### config.mk
export PLATFORM = sky130hd
export DESIGN_NAME = mbreg_port
export DESIGN_NICKNAME = d
export VERILOG_FILES = /design/src/rtl/mbreg_port.sv
export SDC_FILE = /design/constraint.sdc
export NUM_CORES = 1
export LEC_CHECK = 0
export BUFFER_PORTS_ARGS = -buffer_cell sky130_fd_sc_hd__buf_2
export CORE_AREA = 2 2 106 159
export DETAILED_ROUTE_END_ITERATION = 16
export DIE_AREA = 0 0 108 161
export PLACE_DENSITY = 0.74
export SLEW_MARGIN = 0
export SYNTH_ARGS = -nofsm -noshare
export SYNTH_HDL_FRONTEND = slang
export SYNTH_SLANG_ARGS = --single-unit
export TNS_END_PERCENT = 50
### constraint.sdc
create_clock -name clk -period 9.63 [get_ports clk]
set_input_delay 1.4445 -clock clk [delete_from_list [all_inputs] [get_ports clk]]
set_output_delay 1.4445 -clock clk [all_outputs]
set_load 0.05 [all_outputs]
### src/rtl/mbreg_port.sv
module mbreg_port #(
  parameter logic [7:0] REV_CODE = 8'h01,
  parameter logic [7:0] SUB_CODE = 8'h00
) (
  input  logic       clk,
  input  logic       rst_n,
  input  logic [7:0] addr,
  input  logic       rd_en,
  input  logic       wr_en,
  input  logic [7:0] wr_data,
  output logic [7:0] rd_data,
  input  logic       mode_pin
);
  localparam logic [3:0] S_ID   = 4'd0;
  localparam logic [3:0] S_REV  = 4'd1;
  localparam logic [3:0] S_SUB  = 4'd2;
  localparam logic [3:0] S_STS  = 4'd3;
  localparam logic [3:0] S_CNT  = 4'd4;
  localparam logic [3:0] S_RA   = 4'd5;
  localparam logic [3:0] S_RB   = 4'd6;
  localparam logic [3:0] S_RC   = 4'd7;
  localparam logic [3:0] S_SCR  = 4'd8;
  localparam logic [3:0] S_NONE = 4'd15;

  logic [31:0] cnt_q;
  logic [15:0] ra_q;
  logic [23:0] rb_q;
  logic [31:0] rc_q;
  logic [7:0]  scr_q;

  logic        rd_act_q, wr_act_q;
  logic [3:0]  rd_sel_q, wr_sel_q;
  logic [1:0]  rd_nxt_q, wr_nxt_q;
  logic [23:0] rd_hold_q, wr_hold_q;

  logic [3:0]  sel;
  logic [1:0]  bsel, top;
  logic        rw;
  logic [31:0] live;

  always_comb begin
    sel  = S_NONE;
    bsel = 2'd0;
    top  = 2'd0;
    rw   = 1'b0;
    case (addr)
      8'h00, 8'h01:                 begin sel = S_ID;  bsel = addr[1:0]; top = 2'd1; end
      8'h02:                        sel = S_REV;
      8'h03:                        sel = S_SUB;
      8'h04:                        sel = S_STS;
      8'h08, 8'h09, 8'h0A, 8'h0B:   begin sel = S_CNT; bsel = addr[1:0]; top = 2'd3; end
      8'h10, 8'h11:                 begin sel = S_RA;  bsel = addr[1:0]; top = 2'd1; rw = 1'b1; end
      8'h14, 8'h15, 8'h16:          begin sel = S_RB;  bsel = addr[1:0]; top = 2'd2; rw = 1'b1; end
      8'h18, 8'h19, 8'h1A, 8'h1B:   begin sel = S_RC;  bsel = addr[1:0]; top = 2'd3; rw = 1'b1; end
      8'h1C:                        begin sel = S_SCR; rw = 1'b1; end
      default: ;
    endcase
  end

  always_comb begin
    case (sel)
      S_ID:    live = 32'h0000_5420;
      S_REV:   live = {24'd0, REV_CODE};
      S_SUB:   live = {24'd0, SUB_CODE};
      S_STS:   live = {31'd0, mode_pin};
      S_CNT:   live = cnt_q;
      S_RA:    live = {16'd0, ra_q};
      S_RB:    live = {8'd0, rb_q};
      S_RC:    live = rc_q;
      S_SCR:   live = {24'd0, scr_q};
      default: live = 32'd0;
    endcase
  end

  wire       multi  = (top != 2'd0);
  wire [1:0] hidx   = bsel - 2'd1;
  wire [7:0] live_b = live[{bsel, 3'b000} +: 8];
  wire [7:0] hold_b = rd_hold_q[{hidx, 3'b000} +: 8];
  wire rd_hit = rd_en && rd_act_q && (rd_sel_q == sel) && (rd_nxt_q == bsel) && (bsel != 2'd0);
  wire wr_hit = wr_en && rw && wr_act_q && (wr_sel_q == sel) && (wr_nxt_q == bsel) && (bsel != 2'd0);

  assign rd_data = !rd_en ? 8'h00 : (rd_hit ? hold_b : live_b);

  always_ff @(posedge clk) begin
    if (!rst_n) begin
      cnt_q     <= '0;
      ra_q      <= '0;
      rb_q      <= '0;
      rc_q      <= '0;
      scr_q     <= '0;
      rd_act_q  <= 1'b0;
      wr_act_q  <= 1'b0;
      rd_sel_q  <= S_NONE;
      wr_sel_q  <= S_NONE;
      rd_nxt_q  <= '0;
      wr_nxt_q  <= '0;
      rd_hold_q <= '0;
      wr_hold_q <= '0;
    end else begin
      cnt_q <= cnt_q + 32'd1;
      if (rd_en || wr_en) begin
        rd_act_q <= 1'b0;
        wr_act_q <= 1'b0;
      end
      if (rd_en && multi) begin
        if (bsel == 2'd0) begin
          rd_act_q  <= 1'b1;
          rd_sel_q  <= sel;
          rd_nxt_q  <= 2'd1;
          rd_hold_q <= live[31:8];
        end else if (rd_hit && bsel != top) begin
          rd_act_q <= 1'b1;
          rd_nxt_q <= bsel + 2'd1;
        end
      end
      if (wr_en && rw) begin
        if (!multi) begin
          scr_q <= wr_data;
        end else if (bsel == 2'd0) begin
          wr_act_q       <= 1'b1;
          wr_sel_q       <= sel;
          wr_nxt_q       <= 2'd1;
          wr_hold_q[7:0] <= wr_data;
        end else if (wr_hit) begin
          if (bsel == top) begin
            case (sel)
              S_RA:    ra_q <= {wr_data, wr_hold_q[7:0]};
              S_RB:    rb_q <= {wr_data, wr_hold_q[15:0]};
              S_RC:    rc_q <= {wr_data, wr_hold_q};
              default: ;
            endcase
          end else begin
            wr_act_q                       <= 1'b1;
            wr_nxt_q                       <= bsel + 2'd1;
            wr_hold_q[{bsel, 3'b000} +: 8] <= wr_data;
          end
        end
      end
    end
  end
endmodule

==> results of run 1 <==
[registers in the layout (all words and copies together) (netlist names)]
signal / flops
ra_q: 16
scr_q: 8
rc_q: 32
rb_q: 24
wr_nxt_q: 2
wr_sel_q: 4
wr_act_q: 1
cnt_q: 32
rd_act_q: 1
rd_sel_q: 4
rd_hold_q: 24
wr_hold_q: 24
rd_nxt_q: 2
[power groups by stage]
stage	clock, mW	sequential (mW)	combinational [mW]
floorplan	0	0.741	0.0521
global placement	0	0.742	0.0748
detailed placement	0	0.742	0.0755
CTS	0.709	0.726	0.0757
global route	0.736	0.726	0.0823
finish	0.701	0.726	0.0766
[per-layer routing]
metal	part of all wire [%]	vias to the layer above	GRT usage, %
met1	42	3431	34.7
met5	0	-	0
met2	50	260	45.3
li1	-	3461	-
met4	2.1	0	8.62
met3	5.7	41	4.64
[synth_stat cells, drive strengths merged, types with 5 or more instances]
cell | n | area [µm²]
a21boi | 57 | 428
a21oi | 11 | 55.1
a221oi | 5 | 43.8
a222oi | 14 | 140
a22o | 7 | 61.3
a22oi | 13 | 97.6
and2 | 34 | 213
and3 | 8 | 50.1
buf | 16 | 88.8
clkbuf | 54 | 203
dfxtp | 174 | 3480
ha | 5 | 62.6
inv | 6 | 22.5
mux2i | 71 | 711
nand2 | 163 | 612
nand2b | 13 | 81.3
nand3 | 34 | 170
nand4 | 21 | 146
nor2 | 32 | 120
nor2b | 56 | 350
nor3 | 15 | 75.1
nor3b | 5 | 37.5
nor4 | 9 | 120
o211a | 17 | 170
o211ai | 14 | 119
o21ai | 25 | 125
or3 | 5 | 31.3
xnor2 | 27 | 236
xor2 | 7 | 61.3
[per-stage QoR]
stage	area (µm²)	worst slack [ns]	hold WS (ns)	util (%)	power, mW
final	9460	2.00	0.451	58.9	1.50
after detailed placement	8850	2.10	0.444	55.2	0.818
after global placement	8850	2.26	0.437	55.2	0.817
after CTS	9460	2.08	0.453	58.9	1.51
after floorplan	8620	2.87	0.424	-	0.793
after global routing	9460	1.69	0.471	58.9	1.54
[worst max path at each step]
stage,end,slack (ns),startpoint
6_report,rd_data[4],2.00,addr[4]
5_1_grt,rd_data[2],1.69,addr[4]
4_1_cts,rd_data[4],2.08,addr[4]
3_5_place_dp,rd_data[4],2.10,addr[4]
3_3_place_gp,rd_data[4],2.26,addr[4]
2_1_floorplan,rd_data[2],2.87,addr[1]
[critical path, cell delays in order]
cell	delay, ns
buf_2	0.23
or4b_1	0.67
nor2_1	0.27
a22o_1	0.57
inv_1	0.56
ha_1	0.71
nand4b_1	0.38
nor4_4	0.70
nand3_1	0.15
o31ai_1	0.14
buf_2	0.33
[layout make-up]
| cell class | count | area (µm²) |
|---|---|---|
| multi-input combinational | 726 | 4850 |
| sequential | 174 | 3480 |
| timing repair buffer | 40 | 233 |
| clock inverter | 13 | 154 |
| tap | 206 | 258 |
| clock buffer | 19 | 453 |
| inverter | 6 | 22.5 |
| fill | 1436 | 6590 |
[logic make-up after synthesis]
logic type,after synthesis,share of synthesized area (%)
adder cells (fa/ha/maj),6,0.841
XOR/XNOR,34,3.45
multiplexers,72,8.37
AO/OA/AOI/OAI,200,18.1
buffers and inverters,76,3.64
flip-flops,174,40.4
AND/OR/NAND/NOR,414,25.2
==> run summary, run 1 <==
die height -> 161 µm
Clk pin slew, worst setup/hold paths -> 0.06 ns
Iteration-0 DRC Markers -> 758
number of synthesized flops with an enable pin -> 0
worst-path fanout max -> 26
starting density of the core -> 53.7%
worst slew pin tran -> 1.00 ns
core box area -> 16000 µm²
WL/cell -> 19.3 µm
warnings from Yosys -> 0
H-tree depth -> 4
# IOs -> 29
drt drc -> 0
largest net degree at the start of global routing -> 117
vias per cell -> 6.08
Setup crit end kind -> primary output
DRT Pass-1 Iters -> 7
CTS buffer count -> 17
Slew Viols, Final -> 0
post-CTS resize count -> 0
cell area power density -> 159 nW/µm²
commonest non-fill, non-tap cells in the layout -> dfxtp_1, nand2_1, mux2i_1, nor2b_1, a21boi_0
total negative setup slack -> 0 ns
synthesized net count -> 1002
Clk pwr share -> 46.6%
Pint -> 1.15 mW
vias in the first global route -> 6733
Syn Area/Cell -> 8.84 µm²
worst min-delay path category -> reg -> reg
hold-fix buffer count after cts -> 0
Post-synth top flop -> dfxtp_1
Peak VDD IR -> 0.0942 mV
switching pwr -> 353 µW
Synth Cell Area -> 8620 µm²
antenna violations before repair -> 0
minimum clock period -> 7.63 ns
Setup Viol. Count Final -> 0
Min-Delay Endpoint -> rc_q[4]
sw frac -> 23.5%
final period utilization -> 79.3%
Post-CTS Setup Bufs -> 0
register area share after synthesis -> 40.4%
GRT Resource Usage Total -> 26.8%
Die Area -> 17400 µm²
Critical R2R Launch -> wr_nxt_q[1]
CTS Buffer Depth -> 2
Ant. Diodes -> 0
RePlAce Congestion -> 0.952
worst reg2reg path depth -> 8
Final Hold Vio Count -> 0
vias -> 7193
Final HPWL DP -> 15500 µm
routed wire length -> 22900 µm
status -> finished clean
total global routing overflow -> 0
RSZ-0062 raised after global routing -> no
R2R setup slack -> 6.88 ns
Root Buffer -> clkbuf_16
Sinks on Clock Net -> 174
post-synthesis async set-or-reset flop share -> 0%
CP arrival -> 6.19 ns
Hold Startpoint -> rc_q[4]
Max Freq -> 131 MHz
CTS tree -> done
Clock Skews -> 0.00801 ns
Mapped Cells -> 976
Comb pwr share -> 5.1%
first-pass GRT wire length -> 36300 µm
Reg power frac -> 48.3%
count of cell types in the netlist -> 67
kind of critical path -> in -> out
final std cells w/o fill -> 1184
worst hold path stage count -> 2
CP startpoint kind -> input pin
most common cell after layout, fill and taps aside -> dfxtp_1
worst reg2reg endpoint -> ra_q[10]
layout overhead on the synthesized area -> 9.66%
max_slew headroom -> 32.7%
Antenna Nets Post-Route -> 0
row count -> 57
Die W -> 108 µm
Pleak -> 3.41 nW
FF+latch count, synth -> 174
Final nets -> 991
max cap viols -> 0
Worst Path Required -> 8.19 ns
share of cells above drive strength 1 -> 9.30%
Placed Cells -> 1152
Worst-Skew Late Latency -> 0.43 ns
Port-buffer cells -> 28
No activity file was read; power rests on OpenSTA's default activity.
==> run 2: changes to the inputs <==
- ABC_AREA: not set -> 1
- CORE_AREA: 2 2 106 159 -> 2 2 107 160
- DIE_AREA: 0 0 108 161 -> 0 0 109 162
- clock period: 9.63 -> 7.4 ns (I/O delays scaled with it)
==> run 2 against run 1 <==
  * Count of clock-buffer cells in the layout fell by 1
  * Non-clock buffer count fell by 3
  * Sequential power is 30% higher
  * Total power increased by 34%
  * Global-route usage up 3.7 points
  * First-iteration DRC count down 11%
  * Hold slack improved by 0.0093 ns
  * Flip-flop and latch count is the same
  * Cell area increased by 1.4%
  * Critical path depth is 8 higher
  * Clock skew barely moved
  * Utilization grew 0.31 points
  * Critical path type unchanged
==> run summary, run 2 <==
status -> finished clean
Ant. Diodes -> 0
met3 Track Usage GR -> 5.70%
worst slew pin tran -> 1.02 ns
Pleak -> 4.35 nW
worst reg2reg endpoint -> cnt_q[28]
minimum clock period -> 5.67 ns
core box area -> 16200 µm²
WL/cell -> 16.6 µm
vias in the first global route -> 7957
post-synthesis async set-or-reset flop share -> 0%
Post-CTS Setup Bufs -> 0
GRT Resource Usage Total -> 30.5%
worst reg2reg path depth -> 11
CP startpoint kind -> input pin
vias per cell -> 5.52
Iteration-0 DRC Markers -> 673
Die W -> 109 µm
Antenna Nets Post-Route -> 0
hold-fix buffer count after cts -> 0
cell area power density -> 210 nW/µm²
final period utilization -> 76.6%
Clk pin slew, worst setup/hold paths -> 0.07 ns
row count -> 57
Synth Cell Area -> 8760 µm²
Syn Area/Cell -> 6.41 µm²
Port-buffer cells -> 28
share of cells above drive strength 1 -> 7.02%
max_slew headroom -> 31.9%
Final HPWL DP -> 18200 µm
RePlAce Congestion -> 1.02
commonest non-fill, non-tap cells in the layout -> nand2_1, nor2_1, dfxtp_1, inv_1, o21ai_0
synthesized net count -> 1392
Hold Startpoint -> scr_q[1]
Global Route met2 Usage -> 50.9%
Slew Viols, Final -> 0
die height -> 162 µm
worst-path fanout max -> 29
Max Freq -> 177 MHz
CTS buffer count -> 17
DRT Pass-1 Iters -> 6
Sinks on Clock Net -> 174
Mapped Cells -> 1366
# IOs -> 29
Setup crit end kind -> primary output
Largest regs -> cnt_q: 32 flops, rc_q: 32 flops
Worst path max stage delay -> 0.52 ns
number of synthesized flops with an enable pin -> 0
most common cell after layout, fill and taps aside -> nand2_1
Worst Path Required -> 6.29 ns
M1 GR Usage -> 36.5%
Critical R2R Launch -> cnt_q[0]
register area share after synthesis -> 39.8%
antenna violations before repair -> 0
max cap viols -> 0
Post-synth top flop -> dfxtp_1
Root Buffer -> clkbuf_16
CTS Buffer Depth -> 2
first-pass GRT wire length -> 41200 µm
CTS tree -> done
count of cell types in the netlist -> 45
largest net degree at the start of global routing -> 76
synth top area cells -> dfxtp_1, nand2_1, nor2_1, inv_1, o21ai_0
worst min-delay path category -> reg -> reg
Final nets -> 1380
Setup Viol. Count Final -> 0
Final Hold Vio Count -> 0
drt drc -> 0
most frequent CP cell -> nand2_1
layout overhead on the synthesized area -> 9.47%
total negative setup slack -> 0 ns
most frequent cell after synthesis -> nand2_1
GR peak layer -> met2
worst hold path stage count -> 2
FF+latch count, synth -> 174
worst-path cell chain -> buf_2 > inv_1 > nand2_1 > nor2_4 > o21ai_1 > nand2_1 > nand2_1 > ha_1 > inv_1 > buf_4 > nand4_1 > nor2_1 > nand2_1 > nor2_1 > nand2_1 > inv_1 > nor2_1 > nor2_1 > buf_2
Worst-Skew Late Latency -> 0.44 ns
routed wire length -> 26200 µm
Die Area -> 17700 µm²
total global routing overflow -> 0
H-tree depth -> 4
area leader, netlist -> dfxtp_1
warnings from Yosys -> 0
CP max stage cell -> ha_1
Clock Skews -> 0.00822 ns
Peak VDD IR -> 0.198 mV
Total Power -> 2.01 mW
number of fill cells -> 1598
final core occ -> 59.2%
vias -> 8687
kind of critical path -> in -> out
area share of the largest cell type after synthesis -> 39.8%
RSZ-0062 raised after global routing -> no
most frequent cells after synthesis -> nand2_1, nor2_1, dfxtp_1
R2R setup slack -> 4.80 ns
CP arrival -> 4.56 ns
starting density of the core -> 54.1%
Min-Delay Endpoint -> scr_q[1]
post-CTS resize count -> 0
## run 2: how the worst max path moves through the flow
stage                     depth (start not counted)    start  slack (ns)         end
after floorplan                                  16  addr[3]        2.19  rd_data[4]
after global placement                           19  addr[5]        1.85  rd_data[6]
after detailed placement                         19  addr[6]        1.75  rd_data[6]
after CTS                                        19  addr[6]        1.75  rd_data[6]
after global routing                             19  addr[2]        1.34  rd_data[6]
final                                            19  addr[6]        1.73  rd_data[6]
## run 2: cell type report
type / instances / area [µm²] / area share (%)
repair buffers: 37 / 210 / 2.19
well taps: 206 / 258 / 2.69
clock inverters: 14 / 208 / 2.17
multi-input cells: 981 / 4470 / 46.6
flip-flops and latches: 174 / 3480 / 36.3
clock buffers: 18 / 429 / 4.47
inverters: 143 / 537 / 5.60
## run 2: metrics by stage
step           hold slack (ns)  setup slack, ns  std cells  area (µm²)
6_report                 0.460             1.73       1573        9590
5_1_grt                  0.479             1.34       1573        9590
4_1_cts                  0.460             1.75       1573        9590
3_5_place_dp             0.450             1.75       1541        8950
3_3_place_gp             0.441             1.85       1541        8950
2_1_floorplan            0.429             2.19       1366        8760
## run 2: metal layers
metal,vias up,wire (µm)
li1,4334,-
met1,3953,10400
met2,309,12600
met3,91,1530
met4,0,1590
met5,-,0
## run 2: critical path, delay by kind of cell
kind                     cells  cell delay (ns)
adder cells (fa/ha/maj)      1             0.52
AND/OR/NAND/NOR             11             1.66
buffers and inverters        6             1.14
AO/OA/AOI/OAI                1             0.14
## run 2: report_power, final
group | internal, mW | switching, mW | total, mW
clock | 0.573 | 0.403 | 0.975
sequential | 0.941 | 0.00321 | 0.944
combinational | 0.0223 | 0.0691 | 0.0913
total | 1.54 | 0.475 | 2.01
## run 2: cells by family after synthesis
group / after synthesis / synth area share [%]
AND/OR/NAND/NOR: 741 / 35.0
flip-flops: 174 / 39.8
AO/OA/AOI/OAI: 228 / 14.6
adder cells (fa/ha/maj): 5 / 0.714
buffers and inverters: 211 / 9.27
XOR/XNOR: 7 / 0.700
==> run 3: changes to the inputs <==
- ABC_AREA: 1 -> 0
- CORE_AREA: 2 2 107 160 -> 2 2 106 159
- DIE_AREA: 0 0 109 162 -> 0 0 108 161
- PLACE_DENSITY: 0.74 -> 0.76
- clock period: 7.4 -> 4.83 ns (I/O delays scaled with it)
==> run 3 against run 2 <==
  * Flip-flop and latch count unchanged
  * Die area decreased by 1.5%
  * Routed wire length decreased by 11%
==> run summary, run 3 (same netlist as run 1, synthesis figures left out) <==
Clock Skews -> 0.00674 ns
Die W -> 108 µm
hold-fix buffer count after cts -> 0
worst reg2reg path depth -> 7
die height -> 161 µm
met3 Track Usage GR -> 5.25%
Critical R2R Launch -> wr_nxt_q[0]
Global Route met2 Usage -> 44.9%
Antenna Nets Post-Route -> 0
Final Hold Vio Count -> 0
WL/cell -> 19.4 µm
CTS buffer count -> 17
Port-buffer cells -> 28
Reg power frac -> 49.6%
CP startpoint kind -> input pin
RSZ-0062 raised after global routing -> no
Setup crit end kind -> primary output
number of fill cells -> 1421
Final nets -> 1002
H-tree depth -> 4
largest net degree at the start of global routing -> 133
worst slew pin tran -> 1.10 ns
vias in the first global route -> 6962
Iteration-0 DRC Markers -> 778
Root Buffer -> clkbuf_16
Ant. Diodes -> 0
GR peak layer -> met2
share of cells above drive strength 1 -> 10.9%
R2R setup slack -> 1.86 ns
Pleak -> 3.40 nW
Post-Layout Inst Area -> 9550 µm²
worst hold path stage count -> 2
routed wire length -> 23200 µm
Largest regs -> cnt_q: 32 flops, rc_q: 32 flops
Die Area -> 17400 µm²
most common cell after layout, fill and taps aside -> dfxtp_1
# IOs -> 29
Setup Viol. Count Final -> 0
final std cells w/o fill -> 1195
layout overhead on the synthesized area -> 10.7%
Min-Delay Endpoint -> rc_q[6]
RePlAce Congestion -> 0.866
Hold Startpoint -> rc_q[6]
row count -> 57
vias per cell -> 6.10
status -> finished clean
Comb pwr share -> 5.4%
Max Freq -> 217 MHz
Sinks on Clock Net -> 174
Placed Cells -> 1163
final worst-path setup slack -> 0.217 ns
final period utilization -> 95.5%
core box area -> 16000 µm²
kind of critical path -> in -> out
commonest non-fill, non-tap cells in the layout -> dfxtp_1, nand2_1, mux2i_1, nor2b_1, a21boi_0
total global routing overflow -> 0
final core occ -> 59.5%
antenna violations before repair -> 0
Clk pin slew, worst setup/hold paths -> 0.06 ns
Worst-Skew Late Latency -> 0.43 ns
DRT Pass-1 Iters -> 6
worst min-delay path category -> reg -> reg
Peak VDD IR -> 0.207 mV
Final HPWL DP -> 15600 µm
sw frac -> 23.9%
M1 GR Usage -> 34.8%
drt drc -> 0
placed instance area -> 8990 µm²
worst reg2reg endpoint -> wr_hold_q[18]
switching pwr -> 697 µW
Clk pwr share -> 45.0%
CP arrival -> 3.89 ns
GRT Resource Usage Total -> 27.4%
worst-path fanout max -> 11
minimum clock period -> 4.61 ns
post-place setup slack -> 0.144 ns
first-pass GRT wire length -> 36800 µm
max cap viols -> 0
max_slew headroom -> 26.7%
Slew Viols, Final -> 0
cell area power density -> 306 nW/µm²
Total Power -> 2.92 mW
starting density of the core -> 53.7%
Worst Path Required -> 4.11 ns
Pint -> 2.22 mW
CTS tree -> done
CTS Buffer Depth -> 2
vias -> 7284
==> run 3: cell types whose count changed in the layout (fill, tap and decap cells not counted), sizes merged, moves of 65 or more <==
| cell | change |
|---|---|
| a21oi | -65 |
| nor2 | -284 |
| o21ai | -74 |
| inv | -137 |
| nand2 | -151 |
| mux2i | +71 |
==> run 3: how the worst max path moves through the flow <==
stage | slack [ns] | cells after the start | start | endpoint
floorplan | -0.002 | 12 | addr[5] | rd_data[1]
detailed placement | 0.14 | 12 | addr[5] | rd_data[5]
CTS | 0.13 | 12 | addr[5] | rd_data[5]
global placement | 0.21 | 12 | addr[5] | rd_data[5]
global route | 0.03 | 12 | addr[5] | rd_data[5]
finish | 0.22 | 12 | addr[5] | rd_data[5]
==> run 3: area by class of cell <==
| cell class | instances | area (µm²) | share of cell area (%) |
|---|---|---|---|
| multi-input cells | 726 | 4900 | 51.3 |
| clock inverters | 12 | 114 | 1.19 |
| flip-flops and latches | 174 | 3480 | 36.5 |
| well taps | 206 | 258 | 2.70 |
| clock buffers | 20 | 447 | 4.68 |
| inverters | 6 | 22.5 | 0.236 |
| repair buffers | 51 | 328 | 3.43 |
==> run 3: repair_timing <==
action	4_1_cts	5_1_grt
endpoints found under the setup margin	0	8
gates resized for setup	0	1
buffers inserted	0	0
==> run 3: power by group through the flow <==
stage	combinational (mW)	sequential [mW]	clock (mW)
after detailed placement	0.155	1.48	0
after CTS	0.156	1.45	1.33
after global routing	0.170	1.45	1.38
after global placement	0.155	1.48	0
final	0.157	1.45	1.31
after floorplan	0.105	1.48	0
==> run 3: worst max-delay path: stages <==
cell and delay, ns:
buf_2 0.11, or4b_1 0.72, nor2_1 0.25, a22o_1 0.18, inv_1 0.16, ha_1 0.55, inv_1 0.12, nor2_2 0.31
nand2_1 0.09, o211ai_1 0.12, o211a_2 0.25, buf_2 0.28
==> run 3: per-layer routing <==
layer / vias up / wire length, µm
li1: 3488 / -
met1: 3445 / 9720
met2: 293 / 11100
met3: 58 / 1450
met4: 0 / 915
met5: - / 0
==> run 3: through the flow <==
step	hold WS [ns]	TNS (ns)
final	0.452	0
after global placement	0.437	0
after global routing	0.475	0
after detailed placement	0.442	0
after floorplan	0.424	-0.00914
after CTS	0.451	0
